===== config.mk =====
export PLATFORM = sky130hd
export DESIGN_NAME = wrap_counter
export DESIGN_NICKNAME = d
export VERILOG_FILES = /design/src/rtl/wrapcnt_pkg.sv /design/src/rtl/wc_move_src.sv /design/src/rtl/wc_bound_regs.sv /design/src/rtl/wc_count_core.sv /design/src/rtl/wrap_counter.sv
export SDC_FILE = /design/constraint.sdc
export NUM_CORES = 1
export LEC_CHECK = 0
export ABC_CLOCK_PERIOD_IN_PS = 4700
export BUFFER_PORTS_ARGS = -buffer_cell sky130_fd_sc_hd__buf_2
export CAP_MARGIN = 10
export CORE_MARGIN = 3
export CORE_UTILIZATION = 60
export DETAILED_ROUTE_END_ITERATION = 8
export GPL_TIMING_DRIVEN = 0
export MAX_ROUTING_LAYER = met4
export PLACE_DENSITY = 0.8
export SLEW_MARGIN = 0
export SYNTH_ARGS = -nofsm -noshare
export SYNTH_HDL_FRONTEND = slang
export SYNTH_HIERARCHICAL = 1
export SYNTH_SLANG_ARGS = --single-unit

===== constraint.sdc =====
create_clock -name clk -period 4.7 [get_ports clk]
set_input_delay 0.235 -clock clk [delete_from_list [all_inputs] [get_ports clk]]
set_output_delay 0.235 -clock clk [all_outputs]
set_load 0.01 [all_outputs]

===== src/rtl/wrapcnt_pkg.sv =====
package wrapcnt_pkg;

    localparam int unsigned CNT_W_DEF   = 16;
    localparam int unsigned SYNC_DEF    = 2;
    localparam int unsigned SEL_W       = 3;
    localparam int unsigned RAW_INPUTS  = 4;

    typedef enum logic {
        SRC_STEPDIR = 1'b0,
        SRC_QUAD    = 1'b1
    } src_mode_e;

    typedef enum logic [SEL_W-1:0] {
        SEL_CMP_HI = 3'd0,
        SEL_CMP_LO = 3'd1,
        SEL_PRE_HI = 3'd2,
        SEL_PRE_LO = 3'd3,
        SEL_COUNT  = 3'd4
    } wsel_e;

    typedef struct packed {
        logic valid;
        logic up;
    } move_t;

    // {a,b} phase pairs; A leading B counts up.
    function automatic move_t quad_move(input logic [1:0] prev, input logic [1:0] cur);
        move_t m;
        m.valid = 1'b0;
        m.up    = 1'b0;
        case ({prev, cur})
            4'b00_10, 4'b10_11, 4'b11_01, 4'b01_00: begin
                m.valid = 1'b1;
                m.up    = 1'b1;
            end
            4'b00_01, 4'b01_11, 4'b11_10, 4'b10_00: begin
                m.valid = 1'b1;
                m.up    = 1'b0;
            end
            default: begin
                m.valid = 1'b0;
                m.up    = 1'b0;
            end
        endcase
        return m;
    endfunction

endpackage


===== src/rtl/wc_move_src.sv =====
module wc_move_src
    import wrapcnt_pkg::*;
#(
    parameter int unsigned SYNC_STAGES = SYNC_DEF
) (
    input  logic      clk,
    input  logic      rst,
    input  src_mode_e mode,
    input  logic      step,
    input  logic      dir,
    input  logic      qa,
    input  logic      qb,
    output move_t     mv
);
    localparam int unsigned LAST = SYNC_STAGES - 1;

    // bit order inside each stage: {qa, qb, dir, step}
    logic [RAW_INPUTS-1:0] stg [SYNC_STAGES];
    logic [RAW_INPUTS-1:0] raw;
    logic                  step_q;
    logic [1:0]            ab_q;
    logic                  step_s;
    logic                  dir_s;
    logic [1:0]            ab_s;
    move_t                 mv_step;
    move_t                 mv_quad;

    assign raw = {qa, qb, dir, step};

    always_ff @(posedge clk) begin
        if (rst) begin
            for (int i = 0; i < int'(SYNC_STAGES); i++) begin
                stg[i] <= '0;
            end
        end else begin
            stg[0] <= raw;
            for (int i = 1; i < int'(SYNC_STAGES); i++) begin
                stg[i] <= stg[i-1];
            end
        end
    end

    assign step_s = stg[LAST][0];
    assign dir_s  = stg[LAST][1];
    assign ab_s   = stg[LAST][3:2];

    // both histories advance in either mode so a mode change makes no phantom step
    always_ff @(posedge clk) begin
        if (rst) begin
            step_q <= 1'b0;
            ab_q   <= 2'b00;
        end else begin
            step_q <= step_s;
            ab_q   <= ab_s;
        end
    end

    always_comb begin
        mv_step.valid = step_s & ~step_q;
        mv_step.up    = dir_s;
        mv_quad       = quad_move(ab_q, ab_s);
        mv            = (mode == SRC_QUAD) ? mv_quad : mv_step;
    end

endmodule


===== src/rtl/wc_bound_regs.sv =====
module wc_bound_regs
    import wrapcnt_pkg::*;
#(
    parameter int unsigned W = CNT_W_DEF
) (
    input  logic         clk,
    input  logic         rst,
    input  logic         wr_en,
    input  wsel_e        wr_sel,
    input  logic [W-1:0] wr_data,
    input  logic         wrap_hit,
    output logic [W-1:0] cmp_hi,
    output logic [W-1:0] cmp_lo,
    output logic [W-1:0] pre_hi,
    output logic [W-1:0] pre_lo
);
    always_ff @(posedge clk) begin
        if (rst) begin
            pre_hi <= '0;
            pre_lo <= '0;
        end else if (wr_en) begin
            if (wr_sel == SEL_PRE_HI) pre_hi <= wr_data;
            if (wr_sel == SEL_PRE_LO) pre_lo <= wr_data;
        end
    end

    // a direct compare write wins over the wrap-time copy
    always_ff @(posedge clk) begin
        if (rst) begin
            cmp_hi <= '0;
            cmp_lo <= '0;
        end else begin
            if (wr_en && wr_sel == SEL_CMP_HI) cmp_hi <= wr_data;
            else if (wrap_hit)                 cmp_hi <= pre_hi;
            if (wr_en && wr_sel == SEL_CMP_LO) cmp_lo <= wr_data;
            else if (wrap_hit)                 cmp_lo <= pre_lo;
        end
    end

endmodule


===== src/rtl/wc_count_core.sv =====
module wc_count_core
    import wrapcnt_pkg::*;
#(
    parameter int unsigned W = CNT_W_DEF
) (
    input  logic         clk,
    input  logic         rst,
    input  move_t        mv,
    input  logic         ld_en,
    input  logic [W-1:0] ld_val,
    input  logic [W-1:0] cmp_hi,
    input  logic [W-1:0] cmp_lo,
    input  logic [W-1:0] pre_hi,
    input  logic [W-1:0] pre_lo,
    output logic         hit,
    output logic [W-1:0] count,
    output logic         wrap,
    output logic         wrap_dir
);
    logic         hit_up;
    logic         hit_dn;
    logic [W-1:0] nxt;

    always_comb begin
        hit_up = mv.valid &  mv.up & (count == cmp_hi) & ~ld_en;
        hit_dn = mv.valid & ~mv.up & (count == cmp_lo) & ~ld_en;
        hit    = hit_up | hit_dn;
        if (ld_en)        nxt = ld_val;
        else if (hit_up)  nxt = pre_lo;
        else if (hit_dn)  nxt = pre_hi;
        else if (mv.valid) nxt = mv.up ? count + W'(1) : count - W'(1);
        else              nxt = count;
    end

    always_ff @(posedge clk) begin
        if (rst) begin
            count    <= '0;
            wrap     <= 1'b0;
            wrap_dir <= 1'b0;
        end else begin
            count <= nxt;
            wrap  <= hit;
            if (hit) wrap_dir <= hit_up;
        end
    end

endmodule


===== src/rtl/wrap_counter.sv =====
module wrap_counter
    import wrapcnt_pkg::*;
#(
    parameter int unsigned W           = CNT_W_DEF,
    parameter int unsigned SYNC_STAGES = SYNC_DEF
) (
    input  logic             clk,
    input  logic             rst,
    input  logic             mode_i,
    input  logic             step_i,
    input  logic             dir_i,
    input  logic             qa_i,
    input  logic             qb_i,
    input  logic             wr_en_i,
    input  logic [SEL_W-1:0] wr_sel_i,
    input  logic [W-1:0]     wr_data_i,
    output logic [W-1:0]     count_o,
    output logic             wrap_o,
    output logic             wrap_dir_o
);
    move_t        mv;
    logic         mv_valid;
    logic         mv_up;
    logic         ld_en;
    logic         hit;
    wsel_e        sel;
    src_mode_e    mode;
    logic [W-1:0] cmp_hi;
    logic [W-1:0] cmp_lo;
    logic [W-1:0] pre_hi;
    logic [W-1:0] pre_lo;

    assign sel      = wsel_e'(wr_sel_i);
    assign mode     = src_mode_e'(mode_i);
    assign ld_en    = wr_en_i && (sel == SEL_COUNT);
    assign mv_valid = mv.valid;
    assign mv_up    = mv.up;

    wc_move_src #(.SYNC_STAGES(SYNC_STAGES)) u_src (
        .clk  (clk),
        .rst  (rst),
        .mode (mode),
        .step (step_i),
        .dir  (dir_i),
        .qa   (qa_i),
        .qb   (qb_i),
        .mv   (mv)
    );

    wc_bound_regs #(.W(W)) u_regs (
        .clk      (clk),
        .rst      (rst),
        .wr_en    (wr_en_i),
        .wr_sel   (sel),
        .wr_data  (wr_data_i),
        .wrap_hit (hit),
        .cmp_hi   (cmp_hi),
        .cmp_lo   (cmp_lo),
        .pre_hi   (pre_hi),
        .pre_lo   (pre_lo)
    );

    wc_count_core #(.W(W)) u_core (
        .clk      (clk),
        .rst      (rst),
        .mv       (mv),
        .ld_en    (ld_en),
        .ld_val   (wr_data_i),
        .cmp_hi   (cmp_hi),
        .cmp_lo   (cmp_lo),
        .pre_hi   (pre_hi),
        .pre_lo   (pre_lo),
        .hit      (hit),
        .count    (count_o),
        .wrap     (wrap_o),
        .wrap_dir (wrap_dir_o)
    );

endmodule


==> summary.txt <==
Run status
  – Status: completed

Yosys
  – Syn_area_per_cell: 8.54 um2
  – Sequential share of the synthesized area: 34.8%
  – Syn Inst Count: 626
  – Syn. warnings: 6
  – Mapped Nets: 672
  – Post-synthesis register bit count: 93
  – Mapped Area: 5350 um2
  – Ys flop type: dfxtp_1
  – Ys async rst share: 0%
  – Library cells used by synthesis: 65
  – EDFF count, synth: 0

Critical path
  – CP arrival: 4.35 ns
  – Critical Path Fanout Max: 14
  – Crit path kind: flip-flop to flip-flop
  – Crit end category: flip-flop
  – Worst setup SP type: flip-flop
  – Critical Path RT: 4.91 ns

Power and ir drop
  – Switch share: 35.8%
  – P_int: 1390 uW
  – Flop pwr share: 41.4%
  – P_sw: 777 uW
  – Lkg Pwr: 0.00231 uW
  – Clock power frac: 25.8%
  – Total power: 2170 uW
  – Logic pwr share: 32.7%
  – Peak VDD IR: 240 uV
  – PD cells: 366 nW/um2

Detailed routing
  – Initial detailed-routing violation count: 539
  – Total Routed Length: 16,000 um
  – Routed vias/inst: 6.42
  – DRT Pass-1 Iters: 5
  – DR vias: 5,079
  – DRC errors left: 0
  – Final antenna-violating net count: 0
  – Wire per inst: 20.3 um

Layout
  – Final #Nets: 727
  – Area growth, synth to finish: 10.8%
  – Footprint of the multi-input gates: 3220 um2
  – Reg area: 1860 um2
  – Final instance count without filler cells: 791
  – FILL cells: 697
  – Fraction of layout cells with a size suffix above 1: 15.6%
  – Diode count: 0

Global route
  – Vias in the first global route: 4,745
  – Overflow after GRT: 0
  – All-layer global routing usage: 33.0%
  – Largest net degree at the start of global routing: 17
  – Initial antenna violation count: 0
  – First-pass GRT wire length: 25,100 um

Die
  – Core area: 8420 um2
  – I/O Pins: 45
  – Die area: 10,100 um2
  – Die Wd: 100 um
  – Number of core rows: 33
  – Initial core utilization: 63.5%
  – Die H: 100 um

Placement
  – Hpwl dp: 12,100 um
  – RePlAce Congestion: 0.952
  – Cells after DPL: 775
  – PortBufs: 44

Clocking
  – CTS clk-pin slew, worst paths: 0.10 ns
  – Root buffer cell: clkbuf_8
  – TritonCTS Buffers: 9
  – CTS H-tree lvls: 3
  – # clock sinks: 93
  – Worst-Skew Late Latency: 0.37 ns
  – CTS tree: yes
  – Clock buffer depth: 2

Timing
  – F_max: 242 MHz
  – Hold Violations, Final: 0
  – Final setup fails: 0
  – Slew @ Worst Pin: 0.791 ns
  – Fin Setup TNS: 0 ns
  – Tmin final: 4.14 ns
  – Slew Viols, Final: 0
  – RSZ-0062 raised after global routing: false
  – Slew HR: 47.3%
  – Fin crit share: 88.0%
  – Layout Skew: 0.0119 ns
  – Hold WS: 0.0739 ns

Flow run
  – Max-Cap Viols: 0

Worst hold path
  – Worst hold path type: input pin to flip-flop
-- cells in the mapped netlist, drive strengths merged, types with 3 or more instances --
| library cell | n | area [um2] |
|---|---|---|
| a211o | 5 | 45.0 |
| o31ai | 3 | 22.5 |
| ha | 18 | 225 |
| inv | 21 | 78.8 |
| and2 | 4 | 25.0 |
| o211ai | 3 | 22.5 |
| buf | 16 | 114 |
| nand4 | 7 | 43.8 |
| a21o | 3 | 22.5 |
| o21a | 4 | 30.0 |
| clkbuf | 24 | 91.3 |
| nor2b | 11 | 68.8 |
| nand2 | 80 | 300 |
| or3 | 6 | 40.0 |
| xnor2 | 22 | 193 |
| a21oi | 60 | 300 |
| nor4 | 7 | 65.1 |
| nor3 | 7 | 40.0 |
| dfxtp | 93 | 1860 |
| nor2 | 59 | 224 |
| a31oi | 5 | 31.3 |
| o21ai | 14 | 70.1 |
| nand3 | 8 | 40.0 |
| and3 | 6 | 37.5 |
| a211oi | 38 | 365 |
| xor2 | 22 | 193 |
| mux2i | 42 | 420 |
| a221oi | 9 | 97.6 |
-- cell usage in the layout (no fill, tap or decap), types with 16 or more instances in the layout --
master / n
xnor2_1: 22
a21oi_1: 60
inv_1: 21
buf_2: 54
a211oi_2: 16
ha_1: 18
xor2_1: 22
dfxtp_1: 93
clkbuf_1: 23
a211oi_1: 22
mux2i_1: 42
nor2_1: 58
nand2_1: 80
-- registers in the layout (all words and copies together), names as in the netlist --
register         count
u_regs/cmp_lo       16
u_core/wrap_dir      1
u_core/wrap          1
u_src/stg            8
u_src/ab_q           2
u_core/count        16
u_regs/pre_lo       16
u_regs/cmp_hi       16
u_regs/pre_hi       16
u_src/step_q         1
-- per-stage QoR --
stage / cell area (um2) / setup WS [ns] / util [%]
3_3_place_gp: 5700 / 0.113 / 67.6
4_1_cts: 5910 / 0.428 / 70.2
3_5_place_dp: 5700 / -0.0400 / 67.6
5_1_grt: 5920 / 0.257 / 70.3
2_1_floorplan: 5350 / 0.989 / -
6_report: 5920 / 0.564 / 70.3
-- routing by layer --
layer	wire length (um)	track usage, %	up-vias
met2	7450	50.8	285
li1	-	-	2335
met5	0	-	-
met1	6840	43.9	2420
met4	371	11.5	0
met3	1380	5.91	39
-- worst paths after layout --
path | start | endpoint | slack (ns) | cells after the start
min reg2reg | u_src/stg[0][0]$_SDFF_PP0_ | u_src/stg[0][4]$_SDFF_PP0_ | 0.45 | 1
min | qa_i | u_src/stg[0][3]$_SDFF_PP0_ | 0.07 | 2
max reg2reg | u_src/stg[0][6]$_SDFF_PP0_ | u_core/count[10]$_SDFFE_PP0P_ | 0.56 | 13
max | u_src/stg[0][6]$_SDFF_PP0_ | u_core/count[10]$_SDFFE_PP0P_ | 0.56 | 13
-- cell type report --
cell class	instances	share of cell area, %
timing repair buffer	44	3.72
inverter	21	1.33
clock inverter	6	1.18
sequential	93	31.4
clock buffer	10	2.32
multi-input combinational	472	54.3
buffer	40	3.47
tap	105	2.22
-- power groups by stage --
| stage | Sequential, uW | Combinational, uW | Clock, uW |
|---|---|---|---|
| 2_1_floorplan | 900 | 497 | 0 |
| 3_3_place_gp | 911 | 662 | 0 |
| 3_5_place_dp | 913 | 683 | 0 |
| 4_1_cts | 895 | 693 | 563 |
| 5_1_grt | 902 | 776 | 597 |
| 6_report | 898 | 710 | 560 |
-- critical path, stage by stage, from the launching register on --
cell and delay, ns:
dfxtp_1 0.34, inv_1 0.11, ha_1 0.16, mux2i_1 0.10, o311ai_4 0.47, inv_1 0.40
ha_1 0.46, nor2b_1 0.16, o31ai_1 0.43, a21oi_1 0.20, a31oi_1 0.32, mux2i_1 0.26
a21oi_1 0.10, a2111oi_0 0.48
-- cells by family (layout without fill, tap and decap cells) --
kind of cell             Yosys count  in the layout  synth area share (%)
adder cells (fa/ha/maj)           19             19                  4.59
AND/OR/NAND/NOR                  207            207                  18.6
flip-flops                        93             93                  34.8
multiplexers                      44             44                  8.36
AO/OA/AOI/OAI                    158            158                  21.1
XOR/XNOR                          44             44                  7.21
buffers and inverters             61            121                  5.31
-- what timing repair did --
item | CTS | global route
hold buffers | 0 | 0
endpoints found under the setup margin | 1 | 1
setup buffers | 0 | 0
resized for setup | 1 | 1
Note: power is estimated with default switching activity, not from simulation.
